### src/rtl/adc_scan_pkg.sv
package adc_scan_pkg;

   localparam int unsigned CTL_W  = 8;
   localparam int unsigned BIT_EN = 7;
   localparam int unsigned BIT_IE = 6;
   localparam int unsigned CNT_LIM = 4;   // count field lives in bits 3:0

   typedef enum logic [1:0] {
      SQ_IDLE  = 2'd0,
      SQ_START = 2'd1,
      SQ_WAIT  = 2'd2,
      SQ_XFER  = 2'd3
   } seq_state_t;

endpackage

### src/rtl/adc_scan_ctlreg.sv
module adc_scan_ctlreg
   import adc_scan_pkg::*;
#(
   parameter int unsigned CNT_W = 4
) (
   input  logic                   clk,
   input  logic                   rst_n,
   input  logic                   wr,
   input  logic [CTL_W-1:0]       wdata,
   output logic                   en,
   output logic                   ie,
   output logic [CNT_W-1:0]       cnt,
   output logic [CTL_W-1:0]       rdata
);

   generate
      if (CNT_W < 1 || CNT_W > CNT_LIM) begin : g_bad_cnt_w
         $error("adc_scan_ctlreg: CNT_W must be 1..4");
      end
   endgenerate

   always_ff @(posedge clk or negedge rst_n) begin
      if (!rst_n) begin
         en  <= 1'b0;
         ie  <= 1'b0;
         cnt <= '0;
      end else if (wr) begin
         en  <= wdata[BIT_EN];
         ie  <= wdata[BIT_IE];
         cnt <= wdata[BIT_EN] ? wdata[CNT_W-1:0] : '0;
      end
   end

   always_comb begin
      rdata                = '0;
      rdata[BIT_EN]        = en;
      rdata[BIT_IE]        = ie;
      rdata[CNT_W-1:0]     = cnt;
   end

endmodule

### src/rtl/adc_scan_seq.sv
module adc_scan_seq
   import adc_scan_pkg::*;
#(
   parameter int unsigned NUM_CH = 12,
   parameter int unsigned CNT_W  = 4,
   parameter int unsigned RES_W  = 10
) (
   input  logic              clk,
   input  logic              rst_n,
   input  logic              en,
   input  logic              ie,
   input  logic [CNT_W-1:0]  cnt,
   input  logic              conv_done,
   input  logic [RES_W-1:0]  conv_result,
   input  logic              mem_ack,
   output logic              conv_start,
   output logic [CNT_W-1:0]  chan,
   output logic              mem_req,
   output logic [RES_W-1:0]  res_q,
   output logic              irq
);

   localparam int unsigned CMP_W = CNT_W + 1;

   generate
      if (NUM_CH < 1 || NUM_CH > (1 << CNT_W)) begin : g_bad_num_ch
         $error("adc_scan_seq: NUM_CH must fit the count field");
      end
   endgenerate

   seq_state_t         state;
   logic [CNT_W-1:0]   last_ch;
   logic               cnt_ok;
   logic               at_last;
   logic               fin;

   assign cnt_ok  = ({1'b0, cnt} < CMP_W'(NUM_CH));
   assign at_last = (chan == last_ch);
   assign fin     = (state == SQ_XFER) && mem_ack;

   assign conv_start = (state == SQ_START);
   assign mem_req    = (state == SQ_XFER);

   always_ff @(posedge clk or negedge rst_n) begin
      if (!rst_n) begin
         state   <= SQ_IDLE;
         chan    <= '0;
         last_ch <= '0;
         res_q   <= '0;
      end else begin
         unique case (state)
            SQ_IDLE: begin
               chan <= '0;
               if (en && cnt_ok) begin
                  last_ch <= cnt;
                  state   <= SQ_START;
               end
            end
            SQ_START: begin
               state <= SQ_WAIT;
            end
            SQ_WAIT: begin
               if (conv_done) begin
                  res_q <= conv_result;
                  state <= en ? SQ_XFER : SQ_IDLE;
               end
            end
            SQ_XFER: begin
               if (mem_ack) begin
                  if (!en) begin
                     state <= SQ_IDLE;
                  end else if (at_last) begin
                     chan <= '0;
                     if (cnt_ok) begin
                        last_ch <= cnt;
                        state   <= SQ_START;
                     end else begin
                        state   <= SQ_IDLE;
                     end
                  end else begin
                     chan  <= chan + CNT_W'(1);
                     state <= SQ_START;
                  end
               end
            end
            default: state <= SQ_IDLE;
         endcase
      end
   end

   always_ff @(posedge clk or negedge rst_n) begin
      if (!rst_n) irq <= 1'b0;
      else        irq <= fin && at_last && ie;
   end

endmodule

### src/rtl/adc_scan_addr.sv
module adc_scan_addr #(
   parameter int unsigned AW     = 16,
   parameter int unsigned CNT_W  = 4,
   parameter int unsigned RES_W  = 10,
   parameter int unsigned WORD_W = 16
) (
   input  logic [AW-1:0]     base,
   input  logic [CNT_W-1:0]  chan,
   input  logic [RES_W-1:0]  res,
   output logic [AW-1:0]     addr,
   output logic [WORD_W-1:0] wdata
);

   localparam int unsigned BYTES = WORD_W / 8;
   localparam int unsigned SH    = $clog2(BYTES);

   generate
      if (RES_W > WORD_W) begin : g_bad_res
         $error("adc_scan_addr: RES_W exceeds WORD_W");
      end
      if (WORD_W % 8 != 0 || (1 << SH) != BYTES) begin : g_bad_word
         $error("adc_scan_addr: WORD_W must be a power-of-two number of bytes");
      end
      if (AW <= CNT_W + SH) begin : g_bad_aw
         $error("adc_scan_addr: AW too narrow for the table");
      end

      if (SH == 0) begin : g_stride1
         assign addr = base + AW'(chan);
      end else begin : g_strideN
         assign addr = base + (AW'(chan) << SH);
      end

      if (RES_W < WORD_W) begin : g_pad
         assign wdata = {{(WORD_W - RES_W){1'b0}}, res};
      end else begin : g_nopad
         assign wdata = res;
      end
   endgenerate

endmodule

### src/rtl/adc_scan_dma.sv
module adc_scan_dma
   import adc_scan_pkg::*;
#(
   parameter int unsigned NUM_CH = 12,
   parameter int unsigned CNT_W  = 4,
   parameter int unsigned RES_W  = 10,
   parameter int unsigned WORD_W = 16,
   parameter int unsigned AW     = 16
) (
   input  logic              clk,
   input  logic              rst_n,
   input  logic              cfg_wr,
   input  logic [7:0]        cfg_wdata,
   output logic [7:0]        cfg_rdata,
   input  logic [AW-1:0]     base_addr,
   output logic              conv_start,
   output logic [CNT_W-1:0]  conv_chan,
   input  logic              conv_done,
   input  logic [RES_W-1:0]  conv_result,
   output logic              mem_req,
   output logic [AW-1:0]     mem_addr,
   output logic [WORD_W-1:0] mem_wdata,
   input  logic              mem_ack,
   output logic              irq
);

   logic             ctl_en;
   logic             ctl_ie;
   logic [CNT_W-1:0] ctl_cnt;
   logic [RES_W-1:0] res_q;

   adc_scan_ctlreg #(.CNT_W(CNT_W)) u_ctl (
      .clk   (clk),
      .rst_n (rst_n),
      .wr    (cfg_wr),
      .wdata (cfg_wdata),
      .en    (ctl_en),
      .ie    (ctl_ie),
      .cnt   (ctl_cnt),
      .rdata (cfg_rdata)
   );

   adc_scan_seq #(.NUM_CH(NUM_CH), .CNT_W(CNT_W), .RES_W(RES_W)) u_seq (
      .clk         (clk),
      .rst_n       (rst_n),
      .en          (ctl_en),
      .ie          (ctl_ie),
      .cnt         (ctl_cnt),
      .conv_done   (conv_done),
      .conv_result (conv_result),
      .mem_ack     (mem_ack),
      .conv_start  (conv_start),
      .chan        (conv_chan),
      .mem_req     (mem_req),
      .res_q       (res_q),
      .irq         (irq)
   );

   adc_scan_addr #(.AW(AW), .CNT_W(CNT_W), .RES_W(RES_W), .WORD_W(WORD_W)) u_addr (
      .base  (base_addr),
      .chan  (conv_chan),
      .res   (res_q),
      .addr  (mem_addr),
      .wdata (mem_wdata)
   );

endmodule

### config.mk
export PLATFORM = sky130hd
export DESIGN_NAME = adc_scan_dma
export DESIGN_NICKNAME = d
export VERILOG_FILES = /design/src/rtl/adc_scan_pkg.sv /design/src/rtl/adc_scan_ctlreg.sv /design/src/rtl/adc_scan_seq.sv /design/src/rtl/adc_scan_addr.sv /design/src/rtl/adc_scan_dma.sv
export SDC_FILE = /design/constraint.sdc
export NUM_CORES = 1
export LEC_CHECK = 0
export BUFFER_PORTS_ARGS = -buffer_cell sky130_fd_sc_hd__buf_4
export CORE_ASPECT_RATIO = 2
export CORE_UTILIZATION = 45
export DETAILED_ROUTE_END_ITERATION = 7
export PLACE_DENSITY = 0.89
export SLEW_MARGIN = 20
export SYNTH_ARGS = -nofsm -noshare
export SYNTH_HDL_FRONTEND = slang
export SYNTH_SLANG_ARGS = --single-unit
### constraint.sdc
create_clock -name clk -period 6.2 [get_ports clk]
set_input_delay 0.93 -clock clk [delete_from_list [all_inputs] [get_ports clk]]
set_output_delay 0.93 -clock clk [all_outputs]
set_load 0.01 [all_outputs]
==> reports/metrics.cfg <==
[timing]
slew_headroom_pct=62.6
hold_viol=0
grt_setup_unrepaired=no
finalMaxSlewViolations=0
setup_viol=0
fin_crit_sh_pct=57.1
worstMarginPinSlew_ns=0.553
final.min_clock_period_ns=3.54
max_freq_ghz=0.283
setup_tns_ns=0
finClkSkew_ns=0.0125

[layout]
area_delta_synth_final_pct=35.4
finalNetCount=278
instances_no_fill=276
fillers=305
drive_gt1_share_pct=42.7
num_antenna_cells=0

[clock_tree]
clock-sinks=27
hold_buffers=0
cts-root-buf=clkbuf_8
cts_setup_buffers=0
cts_buffer_depth=2
clock_latency_ns=0.28
clk_pin_slew_worst_paths_ns=0.10
cts_made_buffers=3
cts_tree=built
h-tree-depth=1
cts_resized=0

[place]
portBuffers=73
hpwl_um=2820
place_inst=272
gp_congestion=0.825

[grt]
use_met3_pct=3.88
use_met2_pct=34.9
grt_busiest_layer=met2
use_met1_pct=16.8
grt_pass1_wl_um=5320
grt_pass1_vias=1340
overflow=0
antenna_found_initial=0
grt.total_usage_pct=18.2
grt_start_max_net_pins=28

[critical_path]
endpoint_kind=output port
worstPathCellList=buf_4 > ha_1 > fa_1 > a211oi_1 > nor2_1 > and3_1 > xor2_1 > buf_4
crit_top_cell=buf_4
crit_buf_inv=2
crit_type=in -> out
cp.arrival_ns=2.61
cp.required_ns=5.27
path_delay_family=adder cells
critPathLaunchType=input port
slowest_delay_ns=0.44
crit_fanout=3
slowest_stage=fa_1

[synthesis]
synth_cell_type_count=38
synth_seq_cells=27
synth_area_per_cell_sq_um=10.8
synth_area_sq_um=1680
synth_edf_count=0
yosys_warnings=0
yosys_most_used_dff=dfrtp_1
syn_inst=156
synthTopCellsByCount=dfrtp_1, mux2_2, buf_4, nand3_1
ys_top_cells_by_area=dfrtp_1, mux2_2, ha_1
synth_seq_area_share_pct=40.3
yosysMostFrequentCell=dfrtp_1
synth_top_area_share_pct=40.3
synth_top_cell_by_area=dfrtp_1
synthArstFlopShare_pct=100

[routing]
drt_iter0_drc=18
drtPass1Iterations=4
vias=1432
routedWlPerCell_um=12.6
wl_um=3480
ant_nets=0
drc_errors=0
routed_via_density=5.19

[power]
leakagePower_nw=1.17
vdd_drop_max_mv=0.288
p_per_area_nw_per_um2=337

[die]
start_util_pct=46.5
dieArea_sq_um=3990
die-width_um=45.2
fp.dieH_um=88.4
fp.coreArea_sq_um=3610
io_pins=86
rows=31

[hold_path]
min_path_type=reg -> reg

[run]
maxCapViolations=0

[status]
run_status=complete, no violations

==> cell type report <==
| class | instances | area (sq um) | share of cell area [%] |
|---|---|---|---|
| clock buffers | 3 | 41.3 | 1.82 |
| clock inverters | 1 | 7.51 | 0.330 |
| inverters | 10 | 37.5 | 1.65 |
| multi-input cells | 113 | 901 | 39.6 |
| flip-flops and latches | 27 | 676 | 29.7 |
| well taps | 49 | 61.3 | 2.70 |
| repair buffers | 73 | 548 | 24.1 |
==> cell families after synthesis <==
logic type | Yosys count | share of synthesized area [%]
and+or+nand+nor | 31 | 10.1
AOI/OAI and AO/OA | 29 | 12.1
DFF | 27 | 40.3
buffers and inverters | 23 | 7.61
xor gates and xnor gates | 17 | 8.87
muxes | 17 | 12.2
adders and majority gates | 11 | 8.65
other | 1 | 0.223
==> metrics by stage <==
step / hold slack (ns) / cell area (sq um) / worst slack (ns) / power (W) / util (%)
5_1_grt: 0.535 / 2270 / 2.53 / 0.000819 / 63.0
3_3_place_gp: 0.490 / 2220 / 2.68 / 0.000658 / 61.6
6_report: 0.517 / 2270 / 2.66 / 0.000766 / 63.0
4_1_cts: 0.522 / 2270 / 2.64 / 0.000771 / 63.0
2_1_floorplan: 0.500 / 1700 / 2.94 / 0.000519 / -
3_5_place_dp: 0.498 / 2220 / 2.64 / 0.000668 / 61.6
==> sequential cells by signal, summed over array words and instances, names as in the netlist <==
name	cells
u_seq.res_q	10
u_ctl.en	1
u_ctl.ie	1
u_seq.state	2
u_seq.chan	4
u_seq.last_ch	4
u_seq.irq	1
u_ctl.cnt	4
==> routing by layer <==
layer / vias to the layer above / routed length [um]
li1: 676 / -
met1: 685 / 1130
met2: 64 / 2040
met3: 7 / 225
met4: 0 / 80
met5: - / 0
==> worst paths after layout <==
check | to | start | slack, ns | cells after the start
min in group asynchronous | u_seq.res_q[4] | rst_n | 0.53 | 1
max reg2reg | u_seq.last_ch[2] | u_seq.chan[3] | 4.17 | 4
min | u_seq.res_q[6] | u_seq.res_q[6] | 0.52 | 1
max in group asynchronous | u_seq.chan[3] | rst_n | 5.40 | 1
min reg2reg | u_seq.res_q[6] | u_seq.res_q[6] | 0.52 | 1
max | mem_addr[9] | base_addr[1] | 2.66 | 8
==> where the power goes <==
group	switching, W	total [W]	leakage [nW]	internal [W]
clock network	0.0000563	0.000102	0.0217	0.0000457
registers	0.0000445	0.000281	0.339	0.000236
logic	0.000178	0.000383	0.807	0.000205
total	0.000279	0.000766	1.17	0.000487
==> worst register-to-register path, stage by stage (launching register included) <==
cell and delay, ns:
dfrtp_1 0.45, xor2_1 0.18, or4_4 0.58, o31a_4 0.41, mux2_4 0.31
==> cell usage in the layout, fill, tap and decap left out, types with 2 or more instances in the layout <==
cell	netlist	final
buf_4	11	73
dfrtp_1	27	27
mux2_2	12	12
nand3_1	11	11
inv_1	10	10
ha_1	10	10
xnor2_1	9	9
xor2_1	8	8
conb_1	1	8
a21oi_1	6	6
o21ai_0	6	6
nand2_1	6	6
mux2_4	4	4
nor2_1	3	3
and3_1	3	3
clkbuf_8	0	3
a211oi_1	2	2
a21o_1	2	2
nand4_1	2	2
o22ai_1	2	2
a31oi_1	2	2
No activity file was read; power rests on OpenSTA's default activity.
